**src/rtl/ledpat_pkg.sv**
```systemverilog
package ledpat_pkg;

    typedef enum logic [1:0] {
        ST_NONE     = 2'd0,
        ST_CHARGING = 2'd1,
        ST_MAINT    = 2'd2,
        ST_FAULT    = 2'd3
    } cell_status_e;

    typedef enum logic [1:0] {
        DM_PIN_LOW  = 2'd0,
        DM_PIN_OPEN = 2'd1,
        DM_PIN_HIGH = 2'd2,
        DM_UNUSED   = 2'd3
    } disp_mode_e;

    typedef enum logic [1:0] {
        PK_DARK  = 2'd0,
        PK_LIT   = 2'd1,
        PK_BLINK = 2'd2
    } pat_kind_e;

    typedef enum logic [1:0] {
        DUR_SHORT = 2'd0,
        DUR_MID   = 2'd1,
        DUR_LONG  = 2'd2
    } dur_class_e;

    typedef struct packed {
        disp_mode_e   mode;
        cell_status_e status;
    } pat_sel_t;

    typedef struct packed {
        pat_kind_e  kind;
        dur_class_e low_d;
        dur_class_e rel_d;
    } pat_shape_t;

    function automatic pat_shape_t shape_of(input pat_sel_t sel);
        pat_shape_t sh;
        sh.kind  = PK_DARK;
        sh.low_d = DUR_SHORT;
        sh.rel_d = DUR_SHORT;
        if (sel.status != ST_NONE) begin
            case (sel.mode)
                DM_PIN_LOW: begin
                    case (sel.status)
                        ST_CHARGING: sh.kind = PK_LIT;
                        ST_MAINT: begin
                            sh.kind  = PK_BLINK;
                            sh.low_d = DUR_LONG;
                            sh.rel_d = DUR_SHORT;
                        end
                        default: begin
                            sh.kind  = PK_BLINK;
                            sh.low_d = DUR_MID;
                            sh.rel_d = DUR_MID;
                        end
                    endcase
                end
                DM_PIN_OPEN: begin
                    case (sel.status)
                        ST_CHARGING: sh.kind = PK_LIT;
                        ST_MAINT:    sh.kind = PK_DARK;
                        default:     sh.kind = PK_BLINK;
                    endcase
                end
                DM_PIN_HIGH: begin
                    case (sel.status)
                        ST_CHARGING: begin
                            sh.kind  = PK_BLINK;
                            sh.low_d = DUR_LONG;
                            sh.rel_d = DUR_SHORT;
                        end
                        ST_MAINT: sh.kind = PK_LIT;
                        default:  sh.kind = PK_BLINK;
                    endcase
                end
                default: sh.kind = PK_DARK;
            endcase
        end
        return sh;
    endfunction

endpackage

```
**src/rtl/ledpat_decode.sv**
```systemverilog
module ledpat_decode
    import ledpat_pkg::*;
#(
    parameter int unsigned SHORT_TICKS = 1,
    parameter int unsigned MID_TICKS   = 3,
    parameter int unsigned LONG_TICKS  = 5,
    parameter int unsigned CNT_W       = 3
) (
    input  pat_sel_t         sel,
    output pat_kind_e        kind,
    output logic [CNT_W-1:0] low_len,
    output logic [CNT_W-1:0] rel_len
);

    function automatic logic [CNT_W-1:0] dur_len(input dur_class_e d);
        case (d)
            DUR_LONG: return CNT_W'(LONG_TICKS);
            DUR_MID:  return CNT_W'(MID_TICKS);
            default:  return CNT_W'(SHORT_TICKS);
        endcase
    endfunction

    pat_shape_t shape;

    always_comb begin
        shape   = shape_of(sel);
        kind    = shape.kind;
        low_len = dur_len(shape.low_d);
        rel_len = dur_len(shape.rel_d);
    end

endmodule

```
**src/rtl/ledpat_phase.sv**
```systemverilog
module ledpat_phase
    import ledpat_pkg::*;
#(
    parameter int unsigned SHORT_TICKS = 1,
    parameter int unsigned MID_TICKS   = 3,
    parameter int unsigned LONG_TICKS  = 5,
    parameter int unsigned CNT_W       = 3
) (
    input  logic     clk,
    input  logic     rst,
    input  logic     tick,
    input  pat_sel_t sel_in,
    output logic     drive_low
);

    pat_sel_t         sel_q;
    logic             in_low_q;
    logic [CNT_W-1:0] cnt_q;

    pat_kind_e        kind;
    logic [CNT_W-1:0] low_len;
    logic [CNT_W-1:0] rel_len;
    logic [CNT_W-1:0] cur_len;
    logic [CNT_W:0]   cnt_inc;
    logic             sel_change;

    ledpat_decode #(
        .SHORT_TICKS (SHORT_TICKS),
        .MID_TICKS   (MID_TICKS),
        .LONG_TICKS  (LONG_TICKS),
        .CNT_W       (CNT_W)
    ) u_decode (
        .sel     (sel_q),
        .kind    (kind),
        .low_len (low_len),
        .rel_len (rel_len)
    );

    always_comb begin
        cur_len    = in_low_q ? low_len : rel_len;
        cnt_inc    = {1'b0, cnt_q} + 1'b1;
        sel_change = (sel_in != sel_q);
    end

    always_ff @(posedge clk) begin
        if (rst) begin
            sel_q.mode   <= DM_PIN_LOW;
            sel_q.status <= ST_NONE;
            in_low_q     <= 1'b1;
            cnt_q        <= '0;
        end else if (tick) begin
            if (sel_change) begin
                sel_q    <= sel_in;
                in_low_q <= 1'b1;
                cnt_q    <= '0;
            end else if (kind == PK_BLINK) begin
                if (cnt_inc >= {1'b0, cur_len}) begin
                    in_low_q <= ~in_low_q;
                    cnt_q    <= '0;
                end else begin
                    cnt_q <= cnt_inc[CNT_W-1:0];
                end
            end
        end
    end

    always_comb begin
        drive_low = (kind == PK_LIT) || ((kind == PK_BLINK) && in_low_q);
    end

endmodule

```
**src/rtl/led_status_gen.sv**
```systemverilog
module led_status_gen
    import ledpat_pkg::*;
#(
    parameter int unsigned NUM_CELLS   = 2,
    parameter int unsigned SHORT_TICKS = 1,
    parameter int unsigned MID_TICKS   = 3,
    parameter int unsigned LONG_TICKS  = 5
) (
    input  logic                   clk,
    input  logic                   rst,
    input  logic                   tick,
    input  logic [1:0]             disp_mode,
    input  logic [2*NUM_CELLS-1:0] cell_status,
    output logic [NUM_CELLS-1:0]   led_drive_low
);

    localparam int unsigned MAX_TICKS = (LONG_TICKS > MID_TICKS)
                                        ? ((LONG_TICKS > SHORT_TICKS) ? LONG_TICKS : SHORT_TICKS)
                                        : ((MID_TICKS > SHORT_TICKS) ? MID_TICKS : SHORT_TICKS);
    localparam int unsigned CNT_W = (MAX_TICKS < 2) ? 1 : $clog2(MAX_TICKS + 1);

    for (genvar gi = 0; gi < NUM_CELLS; gi++) begin : g_cell
        pat_sel_t cell_sel;

        always_comb begin
            cell_sel.mode   = disp_mode_e'(disp_mode);
            cell_sel.status = cell_status_e'(cell_status[2*gi +: 2]);
        end

        ledpat_phase #(
            .SHORT_TICKS (SHORT_TICKS),
            .MID_TICKS   (MID_TICKS),
            .LONG_TICKS  (LONG_TICKS),
            .CNT_W       (CNT_W)
        ) u_phase (
            .clk       (clk),
            .rst       (rst),
            .tick      (tick),
            .sel_in    (cell_sel),
            .drive_low (led_drive_low[gi])
        );
    end

endmodule

```
**config.mk**
```make
export PLATFORM = sky130hd
export DESIGN_NAME = led_status_gen
export DESIGN_NICKNAME = d
export VERILOG_FILES = /design/src/rtl/ledpat_pkg.sv /design/src/rtl/ledpat_decode.sv /design/src/rtl/ledpat_phase.sv /design/src/rtl/led_status_gen.sv
export SDC_FILE = /design/constraint.sdc
export NUM_CORES = 1
export LEC_CHECK = 0
export ABC_AREA = 1
export BUFFER_PORTS_ARGS = -buffer_cell sky130_fd_sc_hd__buf_4
export CORE_UTILIZATION = 35
export DETAILED_ROUTE_END_ITERATION = 12
export GPL_ROUTABILITY_DRIVEN = 0
export PLACE_DENSITY_LB_ADDON = 0.3
export SKIP_LAST_GASP = 1
export SLEW_MARGIN = 20
export SYNTH_ARGS = -nofsm -noshare
export SYNTH_HDL_FRONTEND = slang
export SYNTH_SLANG_ARGS = --single-unit
```
**constraint.sdc**
```tcl
create_clock -name clk -period 2.9 [get_ports clk]
set_input_delay 0.145 -clock clk [delete_from_list [all_inputs] [get_ports clk]]
set_output_delay 0.145 -clock clk [all_outputs]
set_load 0.02 [all_outputs]
```
==> impl_metrics.ini, run 1 <==
[status]
status = complete, no violations

[die]
fp-row-count = 21
core-area_um2 = 3420
pin_count = 11
die_h_um = 62.4
start_util_pct = 37.4
die_w_um = 62.4
die_area_um2 = 3900

[clock_network]
clk_latency_ns = 0.28
cts_root_buffer = clkbuf_4
cts_tree = done
clock-sinks = 16
clk_pin_slew_worst_paths_ns = 0.09
clockBufferDepth = 2
ctsResizeCount = 0
cts_buffers = 3
post-cts-setup-buffers = 0
htreeDepth = 1
holdBufCountCts = 0

[drt]
firstDrtPassIters = 4
wl_per_cell_um = 9.47
route.vias.total = 1123
ant_nets = 0
drc = 0
via_per_inst = 4.60
finalWirelength_mm = 2.31
dr.first_iter.drc_count = 28

[timing]
slew_headroom_pct = 69.2
rsz0062_at_grt = false
fmax_ghz = 0.481
worst_slew_pin_slew_ns = 0.461
final_hold_viol_count = 0
finalMaxSlewViolations = 0
fin_tns_setup_ns = 0
fin_crit_sh_pct = 71.7
setup_viol = 0
fin_worst_skew_ns = 0.00209
period_needed_ns = 2.08

[setup_path]
crit_chain = inv_1 -> ha_1 -> nor2_1 -> nand2_1 -> or2_2 -> ha_1 -> a31o_2 -> nor2_1 -> nand2_1 -> nand2_1 -> inv_2 -> nor2_1
crit_type = reg -> reg
start_kind = flop
crit_required_ns = 3.12
end_kind = flop
cpMaxStageDelayCell = dfxtp_1
critPathMaxStageDelay_ns = 0.41
cp.arrival_ns = 2.30
crit_fanout = 4

[layout]
postLayoutCellArea_um2 = 1390
final_nets = 221
drive_gt1_share_pct = 14.6
mostFrequentLayoutCell = nand2_1
diodes = 0
final_cell_mix = nand2_1 (40), nand3_1 (26), inv_1 (23), dfxtp_1 (16), nor2_1 (14)
syn_to_final_growth_pct = 8.81
stdcell_count = 244
final_core_util_pct = 40.7

[power]
vdd_ir_drop_max_v = 0.000323
power.static_leakage_uw = 0.000698
power_uw = 569
powerDensity_nw_per_um2 = 410

[placement]
placed_cells = 241
place_area_um2 = 1370
port_buffers = 10
hpwl_mm = 1.86

[global_routing]
grt_max_degree = 17
overflow = 0
antenna_found_initial = 0
grt_pass1_wl_mm = 4.22
grt_pass1_vias = 1033
track_usage_pct = 13.2

[yosys]
postSynthCellCount = 190
synthTopCellsByArea = dfxtp_1 (25%), ha_1 (12%), nand2_1 (12%), nand3_1 (10%), xor2_1 (6.9%)
synth_top_cell_area_share_pct = 25.1
synth_area_um2 = 1280
yosysSeqAreaShare_pct = 25.1
yosys.cell_types.count = 20
synth.largest_area_cell = dfxtp_1
ys_ff_latch = 16
syn-mean-instance-area_um2 = 6.72
ys_warn_count = 0
syn-num-nets = 211

[min_path]
hold_path.class = in -> reg

[run]
drv_cap = 0
critical path, delay by kind of cell (launching register included):
kind,cells,cell delay (ns)
fa+ha+maj,2,0.42
buf+inv,2,0.14
flops,1,0.41
simple gates,7,0.84
compound gates,1,0.21
report_power, final:
part | switching, uW | internal, uW | total, uW
sequential | 20.9 | 237 | 258
combinational | 119 | 80.9 | 200
clock | 63.8 | 48.1 | 112
path summary, 6_finish.rpt:
check	from	to	slack, ns	depth (start not counted)
min reg2reg	g_cell[1].u_phase.in_low_q	g_cell[1].u_phase.in_low_q	0.51	2
min	cell_status[3]	g_cell[1].u_phase.sel_q[1]	0.15	3
max reg2reg	g_cell[0].u_phase.sel_q[0]	g_cell[0].u_phase.cnt_q[2]	0.82	12
max	g_cell[0].u_phase.sel_q[0]	g_cell[0].u_phase.cnt_q[2]	0.82	12
synth_stat cells:
cell type / number
a21oi_1: 10
a31o_2: 2
buf_2: 1
buf_4: 2
buf_6: 2
dfxtp_1: 16
ha_1: 12
inv_1: 23
inv_2: 4
nand2_1: 40
nand2_2: 4
nand3_1: 26
nand3_2: 2
nand3b_1: 6
nor2_1: 14
nor2_2: 2
o21ai_0: 4
o21ai_1: 8
or2_2: 2
xor2_1: 10
cell families after synthesis:
group,Yosys count,synth area share (%)
adder cells (fa/ha/maj),12,11.8
buffers and inverters,32,11.3
flip-flops,16,25.1
AND/OR/NAND/NOR,96,35.1
XOR/XNOR,10,6.86
AO/OA/AOI/OAI,24,9.99
stage by stage:
stage / setup WS, ns / hold WS, ns
3_3_place_gp: 0.833 / 0.435
3_5_place_dp: 0.830 / 0.438
2_1_floorplan: 1.00 / 0.318
5_1_grt: 0.598 / 0.161
6_report: 0.821 / 0.151
4_1_cts: 0.805 / 0.136
layer usage:
| layer | vias to the layer above | part of all wire [%] | GRT usage, % |
|---|---|---|---|
| li1 | 624 | - | - |
| met1 | 483 | 52 | 16.3 |
| met2 | 14 | 45 | 23.2 |
| met3 | 2 | 2.4 | 3.83 |
| met4 | 0 | 0.35 | 1.74 |
| met5 | - | 0 | 0 |
state kept, by name, indices dropped and copies added, names as in the netlist:
register                 cells
g_cell.u_phase.cnt_q         6
g_cell.u_phase.in_low_q      2
g_cell.u_phase.sel_q         8
layout make-up:
| cell class | instances | area [um2] |
|---|---|---|
| well taps | 46 | 57.6 |
| multi-input cells | 142 | 813 |
| inverters | 27 | 101 |
| clock buffers | 3 | 22.5 |
| flip-flops and latches | 16 | 320 |
| repair buffers | 10 | 75.1 |
| fillers | 373 | 2030 |
Power figures use the tool's default switching activity.
==> run 2, diff against run 1 <==
clock period = 2.1 ns   (was 2.9 ns; I/O delays follow)
==> impl_metrics.ini, run 2 (synthesis results as in run 1) <==
[drt]
via_per_inst = 4.70
finalWirelength_mm = 2.46
route.vias.total = 1155
ant_nets = 0
dr.first_iter.drc_count = 21
firstDrtPassIters = 4
wl_per_cell_um = 10.0
drc = 0

[layout]
mostFrequentLayoutCell = nand2_1
diodes = 0
final_nets = 223
final_core_util_pct = 43.0
top_regs = g_cell.u_phase.sel_q: 8 flops, g_cell.u_phase.cnt_q: 6 flops, g_cell.u_phase.in_low_q: 2 flops
stdcell_count = 246
final_cell_mix = nand2_1 (36), nand3_1 (26), inv_1 (19)
regMostFlops = g_cell.u_phase.sel_q
syn_to_final_growth_pct = 14.9
largest_reg_flops = 8
drive_gt1_share_pct = 24.5
postLayoutCellArea_um2 = 1470

[timing]
fin_crit_sh_pct = 93.6
finalMaxSlewViolations = 0
fin_worst_skew_ns = 0.00151
fmax_ghz = 0.509
slew_headroom_pct = 70.7
fin_hold_ws_ns = 0.0947
period_needed_ns = 1.97
fin_tns_setup_ns = 0
final_hold_viol_count = 0
worst_slew_pin_slew_ns = 0.439
setup_viol = 0

[die]
core-area_um2 = 3420
fp-row-count = 21
die_w_um = 62.4
start_util_pct = 37.4
die_h_um = 62.4
pin_count = 11
die_area_um2 = 3900

[min_path]
hold_path.class = in -> reg

[setup_path]
cp.arrival_ns = 2.12
crit_fanout = 4
crit_type = reg -> reg
end_kind = flop
start_kind = flop
crit_required_ns = 2.25

[clock_network]
clk_latency_ns = 0.28
holdBufCountCts = 0
clock-sinks = 16
clockBufferDepth = 2
clk_pin_slew_worst_paths_ns = 0.09
htreeDepth = 1
cts_tree = done
cts_buffers = 3
cts_root_buffer = clkbuf_4

[power]
powerDensity_nw_per_um2 = 556
vdd_ir_drop_max_v = 0.000363
power.static_leakage_uw = 0.000706

[placement]
placed_cells = 242
place_area_um2 = 1380
hpwl_mm = 1.91
port_buffers = 10

[global_routing]
grtUsageMet3_pct = 3.83
top_usage_layer = met2
overflow = 0
use_met1_pct = 16.4
track_usage_pct = 13.3
grt_pass1_vias = 1086
antenna_found_initial = 0
gr-usage-met2_pct = 22.8
grt_pass1_wl_mm = 4.27
grt_max_degree = 17

[status]
status = complete, no violations

[run]
drv_cap = 0
run 2: worst paths after layout:
| check | slack (ns) | endpoint | start | cells past startpoint |
|---|---|---|---|---|
| max | 0.13 | g_cell[0].u_phase.in_low_q | g_cell[0].u_phase.sel_q[0] | 11 |
| min | 0.09 | g_cell[1].u_phase.sel_q[1] | cell_status[3] | 3 |
| max reg2reg | 0.13 | g_cell[0].u_phase.in_low_q | g_cell[0].u_phase.sel_q[0] | 11 |
| min reg2reg | 0.51 | g_cell[1].u_phase.in_low_q | g_cell[1].u_phase.in_low_q | 2 |
run 2: where the power goes:
group          total [uW]  switching [uW]  internal (uW)
Combinational         299             176            124
Clock                 158            91.0           66.5
Sequential            359            30.7            328
Total                 816             297            518
run 2: routing by layer:
metal  share of wire (%)  up-vias  wire length [um]
li1                    -      632                 -
met1                  48      498              1180
met2                  48       19              1170
met3                 3.1        6                77
met4                 1.5        0                36
met5                   0        -                 0
run 2: worst max-delay path: stages, from the launching register on:
cell and delay (ns):
dfxtp_4 0.38, inv_2 0.05, ha_1 0.20, nor2_1 0.11
nand2_1 0.06, or2_2 0.28, ha_1 0.20, a31o_2 0.24
nor2_4 0.10, nand2_2 0.07, nand3_1 0.07, nand3_1 0.08
run 2: area by class of cell:
cell class              instances  area (um2)
inverters                      27         101
well taps                      46        57.6
repair buffers                 12        90.1
multi-input cells             142         868
clock buffers                   3        22.5
flip-flops and latches         16         328
fillers                       381        1950
run 2: through the flow:
step	total power, uW	worst slack (ns)
floorplan	586	0.201
global placement	642	0.0325
detailed placement	643	0.00221
CTS	806	0.0421
global route	889	-0.0185
finish	816	0.134
run 2: timing repair:
action                                  in CTS  in global routing
pin swaps                                    0                  1
resized for setup                            1                 22
endpoints found under the setup margin       1                  8
buffers inserted                             0                  1
